<file path="src/rtl/mtrf_pkg.sv">
// Shared types and helpers for the multithread register file.
// Assumes at most 64 hardware threads.
package mtrf_pkg;

    localparam int unsigned MAX_THREADS = 64;

    typedef struct packed {
        logic       found;
        logic [5:0] tid;
    } rr_pick_t;

    // Round-robin scan: first set bit of elig after position ptr, wrapping at n.
    function automatic rr_pick_t rr_pick(input logic [MAX_THREADS-1:0] elig,
                                         input int unsigned ptr,
                                         input int unsigned n);
        rr_pick_t r;
        r.found = 1'b0;
        r.tid   = '0;
        for (int unsigned i = 1; i <= MAX_THREADS; i++) begin
            if (i <= n) begin
                int unsigned c;
                logic [5:0]  c6;
                c  = (ptr + i) % n;
                c6 = c[5:0];
                if (!r.found && elig[c6]) begin
                    r.found = 1'b1;
                    r.tid   = c6;
                end
            end
        end
        return r;
    endfunction

endpackage

</file>
<file path="src/rtl/mtrf_sched.sv">
// Round-robin thread issue selector.
// Picks, at each edge, the first ready thread after the last issued one,
// excluding the thread issued in the cycle just ending. Emits a bubble
// when none qualifies. Assumes NUM_THREADS between 2 and 64.
module mtrf_sched #(
    parameter int unsigned NUM_THREADS = 4,
    localparam int unsigned TID_W = $clog2(NUM_THREADS)
) (
    input  logic                   clk,
    input  logic                   rst_n,
    input  logic [NUM_THREADS-1:0] thr_ready,
    output logic                   issue_valid,
    output logic [TID_W-1:0]       issue_tid
);
    import mtrf_pkg::*;

    logic [TID_W-1:0]       last_tid;
    logic [NUM_THREADS-1:0] block_mask;
    logic [NUM_THREADS-1:0] elig;
    rr_pick_t               pick;

    // Mask out the thread occupying the current slot.
    always_comb begin
        block_mask = '0;
        if (issue_valid) block_mask[issue_tid] = 1'b1;
        elig = thr_ready & ~block_mask;
        pick = rr_pick(MAX_THREADS'(elig), int'(last_tid), NUM_THREADS);
    end

    // Register the issue decision and advance the round-robin pointer.
    always_ff @(posedge clk) begin
        if (!rst_n) begin
            issue_valid <= 1'b0;
            issue_tid   <= '0;
            last_tid    <= TID_W'(NUM_THREADS - 1);
        end else begin
            issue_valid <= pick.found;
            if (pick.found) begin
                issue_tid <= pick.tid[TID_W-1:0];
                last_tid  <= pick.tid[TID_W-1:0];
            end
        end
    end

endmodule

</file>
<file path="src/rtl/mtrf_ram.sv">
// One-read/one-write RAM with registered read.
// A read and a write to the same address on one edge return the old word.
// No reset on contents.
module mtrf_ram #(
    parameter int unsigned DEPTH  = 64,
    parameter int unsigned DATA_W = 32,
    localparam int unsigned ADDR_W = $clog2(DEPTH)
) (
    input  logic              clk,
    input  logic              we,
    input  logic [ADDR_W-1:0] waddr,
    input  logic [DATA_W-1:0] wdata,
    input  logic [ADDR_W-1:0] raddr,
    output logic [DATA_W-1:0] rdata
);
    logic [DATA_W-1:0] mem [DEPTH];

    // Write port and read-before-write registered read port.
    always_ff @(posedge clk) begin
        if (we) mem[waddr] <= wdata;
        rdata <= mem[raddr];
    end

endmodule

</file>
<file path="src/rtl/mt_regfile.sv">
// Banked multithread register file with round-robin issue selector.
// Two RAM copies share one write port to give two read ports; the address
// is {thread, index}. Assumes NUM_THREADS and NUM_REGS are powers of two.
module mt_regfile #(
    parameter int unsigned NUM_THREADS = 4,
    parameter int unsigned NUM_REGS    = 16,
    parameter int unsigned DATA_W      = 32,
    localparam int unsigned TID_W  = $clog2(NUM_THREADS),
    localparam int unsigned IDX_W  = $clog2(NUM_REGS)
) (
    input  logic                   clk,
    input  logic                   rst_n,
    input  logic [NUM_THREADS-1:0] thr_ready,
    output logic                   issue_valid,
    output logic [TID_W-1:0]       issue_tid,
    input  logic [TID_W-1:0]       rd_tid,
    input  logic [IDX_W-1:0]       rd_a_idx,
    input  logic [IDX_W-1:0]       rd_b_idx,
    output logic [DATA_W-1:0]      rd_a_data,
    output logic [DATA_W-1:0]      rd_b_data,
    input  logic                   wr_en,
    input  logic [TID_W-1:0]       wr_tid,
    input  logic [IDX_W-1:0]       wr_idx,
    input  logic [DATA_W-1:0]      wr_data
);
    localparam int unsigned DEPTH  = NUM_THREADS * NUM_REGS;
    localparam int unsigned ADDR_W = TID_W + IDX_W;
    localparam int unsigned NUM_RD = 2;

    logic [ADDR_W-1:0] wr_addr;
    logic [ADDR_W-1:0] rd_addr [NUM_RD];
    logic [DATA_W-1:0] rd_word [NUM_RD];

    // Form RAM addresses from thread number and register index.
    always_comb begin
        wr_addr    = {wr_tid, wr_idx};
        rd_addr[0] = {rd_tid, rd_a_idx};
        rd_addr[1] = {rd_tid, rd_b_idx};
    end

    mtrf_sched #(.NUM_THREADS(NUM_THREADS)) u_sched (
        .clk         (clk),
        .rst_n       (rst_n),
        .thr_ready   (thr_ready),
        .issue_valid (issue_valid),
        .issue_tid   (issue_tid)
    );

    for (genvar p = 0; p < NUM_RD; p++) begin : g_bank
        mtrf_ram #(.DEPTH(DEPTH), .DATA_W(DATA_W)) u_ram (
            .clk   (clk),
            .we    (wr_en),
            .waddr (wr_addr),
            .wdata (wr_data),
            .raddr (rd_addr[p]),
            .rdata (rd_word[p])
        );
    end

    assign rd_a_data = rd_word[0];
    assign rd_b_data = rd_word[1];

endmodule

</file>
<file path="config.mk">
export PLATFORM = sky130hd
export DESIGN_NAME = mt_regfile
export DESIGN_NICKNAME = d
export VERILOG_FILES = /design/src/rtl/mtrf_pkg.sv /design/src/rtl/mtrf_sched.sv /design/src/rtl/mtrf_ram.sv /design/src/rtl/mt_regfile.sv
export SDC_FILE = /design/constraint.sdc
export NUM_CORES = 2
export LEC_CHECK = 0
export BUFFER_PORTS_ARGS = -buffer_cell sky130_fd_sc_hd__buf_2
export CAP_MARGIN = 20
export CORE_ASPECT_RATIO = 0.5
export CORE_MARGIN = 2
export CORE_UTILIZATION = 40
export DETAILED_ROUTE_END_ITERATION = 8
export PLACE_DENSITY_LB_ADDON = 0.25
export SETUP_SLACK_MARGIN = 0.3
export SYNTH_ARGS = -nofsm -noshare
export SYNTH_HDL_FRONTEND = slang
export SYNTH_SLANG_ARGS = --single-unit
</file>
<file path="constraint.sdc">
create_clock -name clk -period 10.1 [get_ports clk]
set_input_delay 0 -clock clk [delete_from_list [all_inputs] [get_ports clk]]
set_output_delay 0 -clock clk [all_outputs]
set_load 0.05 [all_outputs]
</file>
== Word-level counts from Yosys, hierarchy flattened ==
Memories as Yosys holds them, arrays and structs flattened. A register that Yosys moved wholly into a read port is not among the register bits.
Cells that the tools add are included.
Widths: inputs -> output; s select.
Cells by class
  bitwise operators: 2
  add/subtract/negate cells: 4
  reductions and logical operators: 7
  $lt $le $gt $ge: 6
  multiplexer cells: 17
Operators by type and width (number)
  $lt 2x7->1 const B: 4
  $mux 7: 4
  $bmux 1 s2: 4
  $mux 1: 7
  $add 2x1->2 const B: 2
  $add 2x2->2 const B: 2
  $and 4x4->4: 1
  $logic_and 1x1->1: 4
  $mux 4: 1
  $not 4->4: 1
  $logic_not 1->1: 3
  $lt 2x3->1 const B: 1
  $demux 1 s2: 1
  $ge 2x1->1 const B: 1
Storage, ports and cells
  flip-flop bits (word level): 5
  output and inout bits: 67
  memories: 2
  RAM bits: 4096
Memories
  g_bank[0].u_ram.mem: words 64, bits a word 32, rd ports 1, clocked after Yosys merged registers in 1, wr ports 1, line mtrf_ram.sv:16  | logic [DATA_W-1:0] mem [DEPTH];
  g_bank[1].u_ram.mem: words 64, bits a word 32, rd ports 1, clocked after Yosys merged registers in 1, wr ports 1, line mtrf_ram.sv:16

== Longest topological paths before layout ==
  word-level depth: 19
  depth in mapped cells: 9
  depth with buffers taken out: 5

== Cells and area by module ==
From an unflattened synthesis, not the netlist that was laid out.
Second synthesis, totals
  cells, all modules: 6697
  area total of the unflattened synthesis: 157481.0 µm²
Modules (own cells, without submodules)
  mtrf_ram: seq. area each 62139.6 µm², cells each 3324, area each 78515.3 µm², times used 2
  mtrf_sched: seq. area each 100.1 µm², cells each 49, area each 450.4 µm², times used 1

== Worst setup path before layout ==
OpenSTA, ideal clock, no wires.
  path kind: input to register
  from: input port wr_idx[3]
  to: memory g_bank[1].u_ram.mem[0][0], enable pin
  library setup time: 0.461 ns
  arrival: 2.879 ns
  stages on the path: 4
  setup slack: 6.760 ns
  buffers on the path: 1
  path through: clkbuf_1 > nor4b_1 > nand2b_1 > nor3_1
RTL lines
  start, declared: line mt_regfile.sv:23  | input logic [IDX_W-1:0] wr_idx,
  end, declared: line mtrf_ram.sv:16
No word-level cell before the write port.

==> reports/summary.txt <==
routing usage on met3 = 0.0645
final WL = 331 mm
GR Util met1 = 0.374
Chip Width = 693 um
hold path depth = 2
Hold Path End = g_bank[1].u_ram.mem[29][4]$_DFFE_PP_
Leak = 0.0328 uW
Netlist cell types = 49
part of the power in the clock network = 0.395
DRT Pass-1 Iters = 8
# clock sinks = 2117
Yosys warning count = 0
placed cells = 7590
share of layout cells above drive strength 1 = 0.350
CP Capture Type = flip-flop
Combinational Power Share = 0.096
clock tree buffer depth = 4
HPWL Detailed = 184 mm
Final WS setup = 6.42 ns
Cell Pwr Density = 180 nW/um^2
Final Hold Viols = 0
Hold Buf Count CTS = 46
io pins = 122
Synth Area per Inst = 20.9 um^2
Hold Path Class = input pin to flip-flop
reg2reg start = u_sched.issue_valid$_SDFF_PN0_
Max Cap Viol = 0
vias = 55500
data required time of the worst path = 10.80 ns
Final Non-Filler Cells = 8045
Peak VDD IR = 142 uV
number of enable flip-flop cells after synthesis = 2048
port bufs = 121
outcome = complete, no violations
dominant cell type by area after synthesis = edfxtp_1
highest clock rate = 272 MHz
# DRC = 0
Mapped Cells = 4554
RSZ-0062 raised after global routing = no
area fraction of the dominant cell type after synthesis = 0.647
Slew Viols, Final = 0
first-pass GRT wire length = 455 mm
Synth top cells by count = edfxtp_1, mux4_2, clkbuf_1
arrival time at the worst endpoint = 4.38 ns
crit path time final = 3.68 ns
Mapped Area = 95000 um^2
final number of setup-violating endpoints = 0
Area contributors post-synth = edfxtp_1, mux4_2, dfxtp_1
critical path class = input pin to flip-flop
R2R cell count = 8
GR Layer Usage met2 = 0.415
CTS tree = built
core area = 236000 um^2
routed len/inst = 41.2 um
Critical Path Source Type = input pin
sequential power share = 0.509
Clk Latency, worst-skew pair = 0.89 ns
actual slew at the worst max-slew pin = 1.16 ns
H-tree depth = 4
Std-Cell Rows = 126
area delta synth->final = 12.6%
Hold Path Origin = wr_data[4]
period utilisation layout = 0.364
Synth Flop Type = edfxtp_1
Post-DRT Antenna Nets = 0
Pint = 14600 uW
crit path max fanout = 34
clk root buf = clkbuf_16
# nets final = 4787
worst reg2reg path endpoint = u_sched.issue_tid[0]$_SDFFE_PN0P_
flops & latches, synth = 2117
die height = 349 um
Reg clk slew, reported paths = 0.06 ns
flop2flop setup slack = 6.73 ns
initial antenna violation count = 31
sequential area share after synthesis = 0.662
vias per std cell = 6.90
grt ovf = 0
syn nets = 4609
Post-CTS Setup Bufs = 0
asr flop ratio synth = 0
final core occ = 0.454
count leader, synth = edfxtp_1
Post-Route Setup TNS = 0 ns
die area = 242000 um^2
largest net degree at the start of global routing = 123
Slew headroom = 0.223
Initial Utilization = 0.403
Net Sw Frac = 0.242
routability congestion estimate = 0.824
skew final = 0.0527 ns
pre-CTS setup slack = 5.89 ns
Most Crowded Layer GR = met2
GR Util All Layers = 0.271
vias in the first global route = 55700
post-CTS sizing = 0
Num CTS Buffers = 199
1st-iter DRT viols = 9446
Sw Pwr = 4680 uW
## cells in the final DEF, fill, tap and decap left out, drive strengths merged, types with 3 or more instances in the layout
cell         count
mux4          1028
o21ai           24
a311oi           8
and3            18
a22o            79
bufinv          19
a31oi            6
dfxtp           69
o22ai          111
nor2b           36
nand3b          13
and2             8
a22oi           84
clkinvlp         5
nor3            25
edfxtp        2048
or2              6
nand3           47
o21a             3
nand2b          16
o221ai          57
buf            301
dlygate4sd3     48
nand2           20
mux2             9
mux2i           77
a221oi         119
a211o           14
a21oi           85
diode           18
a211oi          14
clkinv          61
or3b             9
clkbuf         269
nor2           129
inv             10
## critical path, cell delays in order
cell and delay, ns:
dlygate4sd3_1 0.54, buf_4 0.45, buf_4 0.77, nor2b_4 0.30, buf_4 0.48, buf_4 0.77, a22o_1 0.28, a221oi_1 0.06
a221oi_1 0.61
## per-layer routing
metal / share of wire / wire, um
met5: 0.00027 / 88
met4: 0.047 / 15600
met3: 0.12 / 39000
met2: 0.46 / 151000
met1: 0.38 / 126000
## worst max path at each step
stage | start | endpoint | depth (start not counted)
detailed placement | rd_b_idx[0] | g_bank[1].u_ram.rdata[2]$_DFF_P_ | 7
global placement | rd_b_idx[0] | g_bank[1].u_ram.rdata[14]$_DFF_P_ | 7
floorplan | wr_idx[3] | g_bank[1].u_ram.mem[0][0]$_DFFE_PP_ | 4
global route | rd_b_idx[3] | g_bank[1].u_ram.rdata[8]$_DFF_P_ | 9
finish | rd_b_idx[3] | g_bank[1].u_ram.rdata[8]$_DFF_P_ | 9
CTS | rd_b_idx[3] | g_bank[1].u_ram.rdata[8]$_DFF_P_ | 9
## per-stage QoR
step           hold WS, ns  total power, uW  cell area [um^2]
2_1_floorplan       0.0989            11100             95000
3_3_place_gp         0.250            11800             99500
3_5_place_dp         0.259            11800             99600
4_1_cts            0.00219            19300            106000
5_1_grt            0.00671            19800            107000
6_report          0.000200            19300            107000
## cells by family (layout without fill, tap and decap cells)
kind of cell | after synthesis | after routing | synth area share
mux | 1114 | 1114 | 0.253
buf+inv | 376 | 713 | 0.0202
compound gates | 613 | 613 | 0.0478
other cells | 0 | 18 | 0
xor+xnor | 1 | 1 | 0.0000922
flops | 2117 | 2117 | 0.662
simple gates | 333 | 333 | 0.0175
## flip-flops by register name, indices dropped and copies added, names as in the netlist
register	flops
g_bank.u_ram.rdata	64
u_sched.issue_tid	2
u_sched.issue_valid	1
g_bank.u_ram.mem	2048
u_sched.last_tid	2
## power by group through the flow
stage	sequential [uW]	combinational [uW]	clock, uW
floorplan	10100	957	0
global placement	10000	1740	0
detailed placement	10000	1770	0
CTS	9840	1810	7690
global route	9830	1920	8020
finish	9830	1850	7620
## area by class of cell
type | count | area (um^2)
Clock buffer | 269 | 5400
Tap cell | 3136 | 3920
Sequential cell | 2117 | 62900
Clock inverter | 91 | 952
Antenna cell | 18 | 45.0
Fill cell | 19500 | 129000
Inverter | 4 | 15.0
Multi-Input combinational cell | 2061 | 30800
Timing Repair Buffer | 349 | 3030
Power figures use the tool's default switching activity.
